==> src/rtl/rr_adc_scanner_pkg.sv <==
package rr_adc_scanner_pkg;

  typedef enum logic [1:0] {
    PH_SETUP,
    PH_STROBE,
    PH_HOLD,
    PH_GAP
  } frame_phase_e;

  // Phase of a frame at tick t for the given phase lengths.
  function automatic frame_phase_e phase_at(int unsigned t, int unsigned setup_c,
                                            int unsigned strobe_c, int unsigned hold_c);
    if (t < setup_c)                            return PH_SETUP;
    else if (t < setup_c + strobe_c)            return PH_STROBE;
    else if (t < setup_c + strobe_c + hold_c)   return PH_HOLD;
    else                                        return PH_GAP;
  endfunction

  // Highest channel index scanned in the selected mode.
  function automatic int unsigned top_channel(logic wide, int unsigned narrow_n,
                                              int unsigned wide_n);
    return wide ? (wide_n - 1) : (narrow_n - 1);
  endfunction

  // Round-robin successor with wrap to zero.
  function automatic int unsigned wrap_next(int unsigned c, int unsigned top);
    return (c >= top) ? 0 : c + 1;
  endfunction

endpackage

==> src/rtl/scan_timer.sv <==
module scan_timer
  import rr_adc_scanner_pkg::*;
#(
  parameter int unsigned SETUP_CYC  = 1,
  parameter int unsigned STROBE_CYC = 7,
  parameter int unsigned HOLD_CYC   = 2,
  parameter int unsigned PERIOD_CYC = 125
) (
  input  logic clk,
  input  logic rst_n,
  input  logic scan_en,
  output logic cs_n,
  output logic rd_n,
  output logic frame_go,
  output logic capture
);

  localparam int unsigned TICK_W = $clog2(PERIOD_CYC);
  localparam logic [TICK_W-1:0] LAST_TICK = TICK_W'(PERIOD_CYC - 1);
  localparam logic [TICK_W-1:0] CAP_TICK  = TICK_W'(SETUP_CYC + STROBE_CYC - 1);

  logic              running_q, running_nxt;
  logic [TICK_W-1:0] tick_q, tick_nxt;
  frame_phase_e      phase_nxt;

  always_comb begin
    frame_go = scan_en && (!running_q || (tick_q == LAST_TICK));
    capture  = running_q && (tick_q == CAP_TICK);
    if (frame_go) begin
      running_nxt = 1'b1;
      tick_nxt    = '0;
    end else if (!running_q) begin
      running_nxt = 1'b0;
      tick_nxt    = tick_q;
    end else if (tick_q == LAST_TICK) begin
      running_nxt = 1'b0;
      tick_nxt    = '0;
    end else begin
      running_nxt = 1'b1;
      tick_nxt    = tick_q + 1'b1;
    end
    phase_nxt = phase_at(32'(tick_nxt), SETUP_CYC, STROBE_CYC, HOLD_CYC);
  end

  always_ff @(posedge clk or negedge rst_n) begin
    if (!rst_n) begin
      running_q <= 1'b0;
      tick_q    <= '0;
      cs_n      <= 1'b1;
      rd_n      <= 1'b1;
    end else begin
      running_q <= running_nxt;
      tick_q    <= tick_nxt;
      cs_n      <= !(running_nxt && (phase_nxt != PH_GAP));
      rd_n      <= !(running_nxt && (phase_nxt == PH_STROBE));
    end
  end

endmodule

==> src/rtl/chan_sequencer.sv <==
module chan_sequencer
  import rr_adc_scanner_pkg::*;
#(
  parameter int unsigned ADDR_W    = 3,
  parameter int unsigned NARROW_CH = 4
) (
  input  logic              clk,
  input  logic              rst_n,
  input  logic              frame_go,
  input  logic              capture,
  input  logic              wide_mode,
  output logic [ADDR_W-1:0] drive_chan,
  output logic [ADDR_W-1:0] tag_chan,
  output logic              tag_ok,
  output logic              mode_restart
);

  localparam int unsigned WIDE_CH = 1 << ADDR_W;

  logic [ADDR_W-1:0] issue_q;
  logic              mode_q;
  logic [ADDR_W-1:0] start_chan;
  int unsigned       top_idx;

  always_comb begin
    mode_restart = (wide_mode != mode_q);
    start_chan   = mode_restart ? '0 : issue_q;
    top_idx      = top_channel(wide_mode, NARROW_CH, WIDE_CH);
  end

  always_ff @(posedge clk or negedge rst_n) begin
    if (!rst_n) begin
      issue_q    <= '0;
      mode_q     <= 1'b0;
      drive_chan <= '0;
      tag_chan   <= '0;
      tag_ok     <= 1'b0;
    end else begin
      if (frame_go) begin
        mode_q     <= wide_mode;
        drive_chan <= start_chan;
        issue_q    <= ADDR_W'(wrap_next(32'(start_chan), top_idx));
        if (mode_restart) tag_ok <= 1'b0;
      end
      if (capture) begin
        tag_chan <= drive_chan;
        tag_ok   <= 1'b1;
      end
    end
  end

endmodule

==> src/rtl/result_tagger.sv <==
module result_tagger #(
  parameter int unsigned ADDR_W = 3,
  parameter int unsigned DATA_W = 8
) (
  input  logic              clk,
  input  logic              rst_n,
  input  logic              capture,
  input  logic              tag_ok,
  input  logic [ADDR_W-1:0] tag_chan,
  input  logic [DATA_W-1:0] bus_data,
  output logic              res_valid,
  output logic [ADDR_W-1:0] res_chan,
  output logic [DATA_W-1:0] res_data
);

  always_ff @(posedge clk or negedge rst_n) begin
    if (!rst_n) begin
      res_valid <= 1'b0;
      res_chan  <= '0;
      res_data  <= '0;
    end else begin
      res_valid <= capture && tag_ok;
      if (capture) begin
        res_chan <= tag_chan;
        res_data <= bus_data;
      end
    end
  end

endmodule

==> src/rtl/rr_adc_scanner.sv <==
module rr_adc_scanner #(
  parameter int unsigned ADDR_W     = 3,
  parameter int unsigned DATA_W     = 8,
  parameter int unsigned NARROW_CH  = 4,
  parameter int unsigned SETUP_CYC  = 1,
  parameter int unsigned STROBE_CYC = 7,
  parameter int unsigned HOLD_CYC   = 2,
  parameter int unsigned PERIOD_CYC = 125
) (
  input  logic              clk,
  input  logic              rst_n,
  input  logic              scan_en,
  input  logic              wide_mode,
  output logic              adc_cs_n,
  output logic              adc_rd_n,
  output logic [ADDR_W-1:0] adc_addr,
  input  logic [DATA_W-1:0] adc_data,
  output logic              res_valid,
  output logic [ADDR_W-1:0] res_chan,
  output logic [DATA_W-1:0] res_data
);

  logic              frame_go;
  logic              capture;
  logic              tag_ok;
  logic              mode_restart;
  logic [ADDR_W-1:0] tag_chan;

  scan_timer #(
    .SETUP_CYC (SETUP_CYC),
    .STROBE_CYC(STROBE_CYC),
    .HOLD_CYC  (HOLD_CYC),
    .PERIOD_CYC(PERIOD_CYC)
  ) u_timer (
    .clk     (clk),
    .rst_n   (rst_n),
    .scan_en (scan_en),
    .cs_n    (adc_cs_n),
    .rd_n    (adc_rd_n),
    .frame_go(frame_go),
    .capture (capture)
  );

  chan_sequencer #(
    .ADDR_W   (ADDR_W),
    .NARROW_CH(NARROW_CH)
  ) u_seq (
    .clk         (clk),
    .rst_n       (rst_n),
    .frame_go    (frame_go),
    .capture     (capture),
    .wide_mode   (wide_mode),
    .drive_chan  (adc_addr),
    .tag_chan    (tag_chan),
    .tag_ok      (tag_ok),
    .mode_restart(mode_restart)
  );

  result_tagger #(
    .ADDR_W(ADDR_W),
    .DATA_W(DATA_W)
  ) u_tag (
    .clk      (clk),
    .rst_n    (rst_n),
    .capture  (capture),
    .tag_ok   (tag_ok),
    .tag_chan (tag_chan),
    .bus_data (adc_data),
    .res_valid(res_valid),
    .res_chan (res_chan),
    .res_data (res_data)
  );

endmodule

==> config.mk <==
export PLATFORM = sky130hd
export DESIGN_NAME = rr_adc_scanner
export DESIGN_NICKNAME = d
export VERILOG_FILES = /design/src/rtl/rr_adc_scanner_pkg.sv /design/src/rtl/scan_timer.sv /design/src/rtl/chan_sequencer.sv /design/src/rtl/result_tagger.sv /design/src/rtl/rr_adc_scanner.sv
export SDC_FILE = /design/constraint.sdc
export NUM_CORES = 1
export LEC_CHECK = 0
export ABC_AREA = 1
export BUFFER_PORTS_ARGS = -buffer_cell sky130_fd_sc_hd__buf_2
export CAP_MARGIN = 20
export CORE_ASPECT_RATIO = 1.75
export CORE_MARGIN = 5
export CORE_UTILIZATION = 49
export CTS_CLUSTER_SIZE = 14
export DETAILED_ROUTE_END_ITERATION = 8
export PLACE_DENSITY_LB_ADDON = 0.25
export SETUP_SLACK_MARGIN = 0.1
export SLEW_MARGIN = 20
export SYNTH_ARGS = -nofsm -noshare
export SYNTH_HDL_FRONTEND = slang
export SYNTH_SLANG_ARGS = --single-unit
==> constraint.sdc <==
create_clock -name clk -period 1.6 [get_ports clk]
set_input_delay 0 -clock clk [delete_from_list [all_inputs] [get_ports clk]]
set_output_delay 0 -clock clk [all_outputs]
set_load 0.01 [all_outputs]
==> out/metrics.yaml, run 1 <==
grt_pass1_wl_um: 5460
min_path_type: "in -> reg"
fmax_mhz: 661
postLayoutCoreUtil_pct: 69.9
grt-ovfl-total: 0
drive_above_1_share_pct: 44.7
grt.total_usage_pct: 16.3
required_ns: 1.82
cts_buffer_depth: 2
fin_crit_ns: 1.51
crit_slowest_cell: "dfrtp_2"
hold_ws_ns: 0.106
first_global_vias: 1333
syn_to_final_growth_pct: 38.3
worst_setup_path_start_kind: "flop"
cts_buffers: 5
synth_cells: 163
drt_wl_total_um: 3470
syn_nets: 179
cellLeakagePower_nw: 1.13
grt_use_met2_pct: 29.6
tritoncts: "yes"
postSynthAreaPerCell_um2: 9.63
worstSetupEndpointType: "flop"
ys_ff_latch: 33
fillers: 239
layout.nets: 234
die-area_um2: 4480
skew_ns: 0.00736
fin_cells: 262
path_max_fanout: 5
ant_nets: 0
rsz0062_at_grt: "yes"
met1_usage_pct: 15.6
fp.coreArea_um2: 3110
path_class: "reg -> reg"
rrSetupSlack_ns: 0.09
ys_seq_area_share_pct: 52.7
peakVddDrop_mv: 1.05
synth_cell_types: 24
timing.setup.tns_ns: 0
netlist_area_um2: 1570
worst_pin_slew_ns: 0.731
status: "complete, no violations"
gp_congestion: 0.778
cts.clk_slew.worst_paths_ns: 0.07
seq_area_um2: 831
place_area_um2: 1760
place_hpwl_um: 2230
timing.final.max_slew_violations: 0
portBuffers: 28
slowest_delay_ns: 0.44
fin_total_pwr_mw: 3.86
design_area_um2: 2170
via_per_inst: 4.91
dp_cells: 234
cp_common_cell: "nand2_1"
die_x_um: 52.8
multi_input_area_um2: 771
hold_viol: 0
drt-initial-drc-count: 16
antenna_cells: 0
die_y_um: 84.9
dp_slack_ns: 0.0398
grt_max_degree: 34
cp_cell_sequence: "buf_4, ha_1, nand2_2, inv_1, nand3_1, nand2_1, nor3_4, nor2_4, nand2_1"
layout_common_cells: "nand2_1, dfrtp_1, buf_2"
clock_sinks: 33
remaining_drc_errors: 0
slew_headroom_pct: 51.3
cts_htree_levels: 2
cts_root_buffer: "clkbuf_8"
globalRouteMet3Util_pct: 4.57
critical_path_arrival_ns: 1.73
setup_viol: 0
vias: 1286
period_share_pct: 94.5
busiest_layer: "met2"
yosysWarnings: 0
routedWlPerCell_um: 13.3
core.rowCount: 27
setup_ws_ns: 0.0875
pin_count: 29
grt_antenna_before_repair: 0
clk_latency_ns: 0.28
maxCapViolCount: 0
p_per_area_nw_per_um2: 1780
dr.pass1.iters: 4
start_util_pct: 50.5
==> flip-flops by register name, indices dropped and copies added, names as in the netlist <==
name	count
u_tag.res_chan	3
u_seq.tag_chan	3
u_timer.rd_n	1
u_seq.tag_ok	1
u_seq.issue_q	3
u_tag.res_data	8
u_timer.running_q	1
u_seq.mode_q	1
u_seq.drive_chan	3
u_tag.res_valid	1
u_timer.cs_n	1
u_timer.tick_q	7
==> area by class of cell <==
type / instances / area share, %
sequential: 33 / 38.2
clock buffer: 6 / 3.34
clock inverter: 2 / 0.461
tap: 43 / 2.48
multi-input combinational: 106 / 35.5
inverter: 22 / 3.92
timing repair buffer: 50 / 16.1
==> synthesized netlist by cell type (all sizes together) <==
cell type,count,area share (%)
nor3,3,1.6
dfrtp,31,49
a21oi,4,1.5
o21ai,10,3.2
ha,4,3.2
nor2,13,3.7
o31ai,1,0.48
nand3,10,3.2
xor2,2,1.1
nand2,45,12
mux2,12,9.6
o21bai,1,0.48
buf,3,1.9
dfstp,2,3.3
inv,22,5.3
==> worst max-delay path, delay by kind of cell, from the launching register on <==
kind          cells  cell delay [ns]
fa+ha+maj         1             0.21
flops             1             0.44
simple gates      6             0.59
buf+inv           2             0.21
==> layer usage <==
metal	share of wire [%]	up-vias
met5	0	-
met4	2.6	0
met3	5.3	9
met2	56	40
met1	36	615
li1	-	622
==> path summary, 6_finish.rpt <==
check | startpoint | end | depth (start not counted)
worst max-delay path | u_timer.tick_q[0] | u_timer.cs_n | 9
worst min-delay path | scan_en | u_timer.tick_q[1] | 4
worst max register to register | u_timer.tick_q[0] | u_timer.cs_n | 9
worst min register to register | u_seq.tag_chan[2] | u_seq.tag_chan[2] | 1
max in group asynchronous | rst_n | u_timer.tick_q[0] | 2
min in group asynchronous | rst_n | u_tag.res_data[2] | 2
==> cell families (layout without fill, tap and decap cells) <==
| kind of cell | Yosys count | count (layout) | share of synthesized area (%) |
|---|---|---|---|
| and+or+nand+nor | 71 | 72 | 20.6 |
| muxes | 12 | 12 | 9.56 |
| buffers and inverters | 25 | 80 | 7.17 |
| xor gates and xnor gates | 2 | 2 | 1.12 |
| adders and majority gates | 4 | 4 | 3.19 |
| DFF | 33 | 33 | 52.7 |
| AOI/OAI and AO/OA | 16 | 16 | 5.66 |
==> timing repair <==
action | in CTS | in global routing
resized for setup | 11 | 38
hold buffers | 10 | 0
cloned | 0 | 1
pin swaps | 2 | 8
endpoints found under the setup margin | 20 | 25
endpoints found under the hold margin | 40 | 0
setup buffers | 6 | 3
==> report_power, final <==
group	internal [mW]	switching [mW]	total (mW)
registers	1.21	0.272	1.48
logic	0.800	0.988	1.79
clock network	0.301	0.283	0.584
total	2.31	1.54	3.86
Power figures use the tool's default switching activity.
==> run 2: changes to the inputs <==
--- a/config.mk
+++ b/config.mk
@@ -6,13 +6,13 @@
 export NUM_CORES = 1
 export LEC_CHECK = 0
 export ABC_AREA = 1
-export BUFFER_PORTS_ARGS = -buffer_cell sky130_fd_sc_hd__buf_2
 export CAP_MARGIN = 20
 export CORE_ASPECT_RATIO = 1.75
 export CORE_MARGIN = 5
-export CORE_UTILIZATION = 49
+export CORE_UTILIZATION = 55
 export CTS_CLUSTER_SIZE = 14
 export DETAILED_ROUTE_END_ITERATION = 8
+export DONT_BUFFER_PORTS = 1
 export PLACE_DENSITY_LB_ADDON = 0.25
 export SETUP_SLACK_MARGIN = 0.1
 export SLEW_MARGIN = 20
==> run 2 against run 1 <==
Against the previous run:
- routed wire length shrank 4.7%
- fmax grew 0.66%
- sequential share of layout area grew 2.9 points
- final cell count shrank 17%
- worst setup slack gained 0.0099 ns
- register-to-register slack is essentially flat
- clock power grew 6.0%
- critical endpoint is now u_seq.drive_chan[0]
- worst hold slack lost 0.11 ns
- highest routed layer unchanged
- non-clock buffer count shrank 27
- sequential power grew 9%
- the flow now finishes with violations (hold timing)
- global-route usage shrank 0.37 points
- utilization grew 4.4 points
==> out/metrics.yaml, run 2 (synthesis gave the netlist of run 1 again) <==
largest_reg_flops: 8  # unchanged
cellLeakagePower_nw: 1.04  # -8.8%
fmax_mhz: 666  # +0.66%
cts_buffers: 5  # unchanged
worstSetupEndpointType: "flop"
antenna_cells: 0  # unchanged
cts_buffer_depth: 2  # unchanged
fin_crit_ns: 1.50  # -0.00990 ns
setup_ws_ns: 0.0974  # +0.00990 ns
status: "finished with violations"
grt_pass1_wl_um: 4930  # -9.7%
worst_pin_slew_ns: 0.425  # -0.306 ns
grt_antenna_before_repair: 0  # unchanged
hold_ws_ns: -0.00350  # -0.109 ns
required_ns: 1.81  # about the same
place_area_um2: 1600  # -8.7%
cts_htree_levels: 2  # unchanged
grt.total_usage_pct: 15.9  # -0.37 points
die_y_um: 80.7  # -4.9%
path_max_fanout: 6  # +1
regMostFlops: "u_tag.res_data"
worst_setup_path_start_kind: "flop"
dr.pass1.iters: 4  # unchanged
drt_wl_total_um: 3310  # -4.7%
skew_ns: 0.00801  # +0.000651 ns
portBuffers: 0  # -100%
layout.nets: 207  # -12%
timing.final.max_slew_violations: 0  # unchanged
drt-initial-drc-count: 19  # +3
layout_common_cells: "nand2_1, dfrtp_1, inv_1"
routedWlPerCell_um: 15.2  # +15%
die_x_um: 50.4  # -4.5%
cts.clk_slew.worst_paths_ns: 0.07  # about the same
p_per_area_nw_per_um2: 1830  # +3.3%
peakVddDrop_mv: 1.11  # +5.8%
final_common_cell: "nand2_1"
pin_count: 29  # unchanged
grt_max_degree: 34  # unchanged
via_per_inst: 5.37  # +9.4%
core.rowCount: 25  # -7.4%
place_hpwl_um: 2030  # -9.1%
start_util_pct: 57.7  # +7.2 points
critical_path_arrival_ns: 1.71  # -0.02 ns
clock_sinks: 33  # unchanged
fin_total_pwr_mw: 3.71  # -3.9%
clk_latency_ns: 0.28  # about the same
hold_viol: 1  # +1
violations: "hold timing"
path_class: "reg -> reg"
design_area_um2: 2020  # -7.0%
fillers: 186  # -22%
min_path_type: "in -> reg"
period_share_pct: 93.9  # -0.62 points
maxCapViolCount: 0  # unchanged
largest_registers: "u_tag.res_data: 8 flops, u_timer.tick_q: 7 flops"
first_global_vias: 1177  # -12%
setup_viol: 0  # unchanged
remaining_drc_errors: 0  # unchanged
ant_nets: 0  # unchanged
drive_above_1_share_pct: 35.6  # -9.1 points
rsz0062_at_grt: "yes"
die-area_um2: 4070  # -9.3%
dp_slack_ns: 0.0541  # +0.0143 ns
grt-ovfl-total: 0  # unchanged
gp_congestion: 0.836  # +7.5%
tritoncts: "yes"
slew_headroom_pct: 71.5  # +20 points
fp.coreArea_um2: 2720  # -12%
vias: 1171  # -8.9%
syn_to_final_growth_pct: 28.7
cts_root_buffer: "clkbuf_8"
## run 2: cell count changes in the layout (fill, tap and decap cells not counted), moves of 2 or more
cell and change:
buf_2 -28, nand2_2 -6, nand2_1 +5, o21ai_1 -5, o21ai_0 +4, buf_6 -2, clkinv_2 -2, nand3_2 +2
nand3_4 -2
## run 2: critical path, stage by stage, from the launching register on
cell and delay (ns):
dfrtp_1 0.42, inv_2 0.09, ha_4 0.12, nand2_2 0.05, inv_2 0.09, nand2_4 0.07, nand2_4 0.11, nand2_8 0.08
buf_6 0.14, buf_4 0.13, a21oi_2 0.12
## run 2: report_power, final
group / switching [mW] / internal [mW] / total (mW)
sequential: 0.398 / 1.22 / 1.61
clock: 0.278 / 0.341 / 0.619
combinational: 0.807 / 0.667 / 1.47
## run 2: final timing paths
path | slack (ns) | endpoint | depth (start not counted) | from
max in group asynchronous | 1.19 | u_timer.cs_n | 2 | rst_n
hold reg to reg | 0.50 | u_seq.tag_ok | 2 | u_seq.tag_ok
hold / removal | -0.004 | u_seq.tag_ok | 4 | wide_mode
setup / recovery | 0.1 | u_seq.drive_chan[0] | 10 | u_timer.tick_q[1]
setup reg to reg | 0.1 | u_seq.drive_chan[0] | 10 | u_timer.tick_q[1]
min in group asynchronous | 0.17 | u_timer.tick_q[0] | 2 | rst_n
## run 2: what timing repair did
action | CTS | global route
endpoints found under the setup margin | 20 | 16
buffers inserted | 1 | 6
hold buffers | 11 | 1
resized for setup | 3 | 37
pin swaps | 0 | 4
cloned | 0 | 1
endpoints found under the hold margin | 52 | 1
## run 2: layout make-up
type / count / area [um^2] / share of cell area (%)
repair buffers: 23 / 224 / 11.1
flip-flops and latches: 33 / 832 / 41.2
well taps: 27 / 33.8 / 1.67
multi-input cells: 106 / 762 / 37.7
inverters: 22 / 82.6 / 4.09
clock buffers: 7 / 86.3 / 4.27
## run 2: metrics by stage
stage | std cells | TNS [ns] | util [%]
3_3_place_gp | 191 | 0 | 58.9
4_1_cts | 210 | 0 | 67.4
6_report | 218 | 0 | 74.3
3_5_place_dp | 191 | 0 | 58.9
2_1_floorplan | 163 | 0 | -
5_1_grt | 218 | -0.0713 | 74.3
## run 2: metal layers
layer | part of all wire (%) | track usage, %
met5 | 0 | 0
met4 | 1.8 | 7.16
met3 | 7.5 | 5.57
met2 | 54 | 28.0
met1 | 37 | 16.5
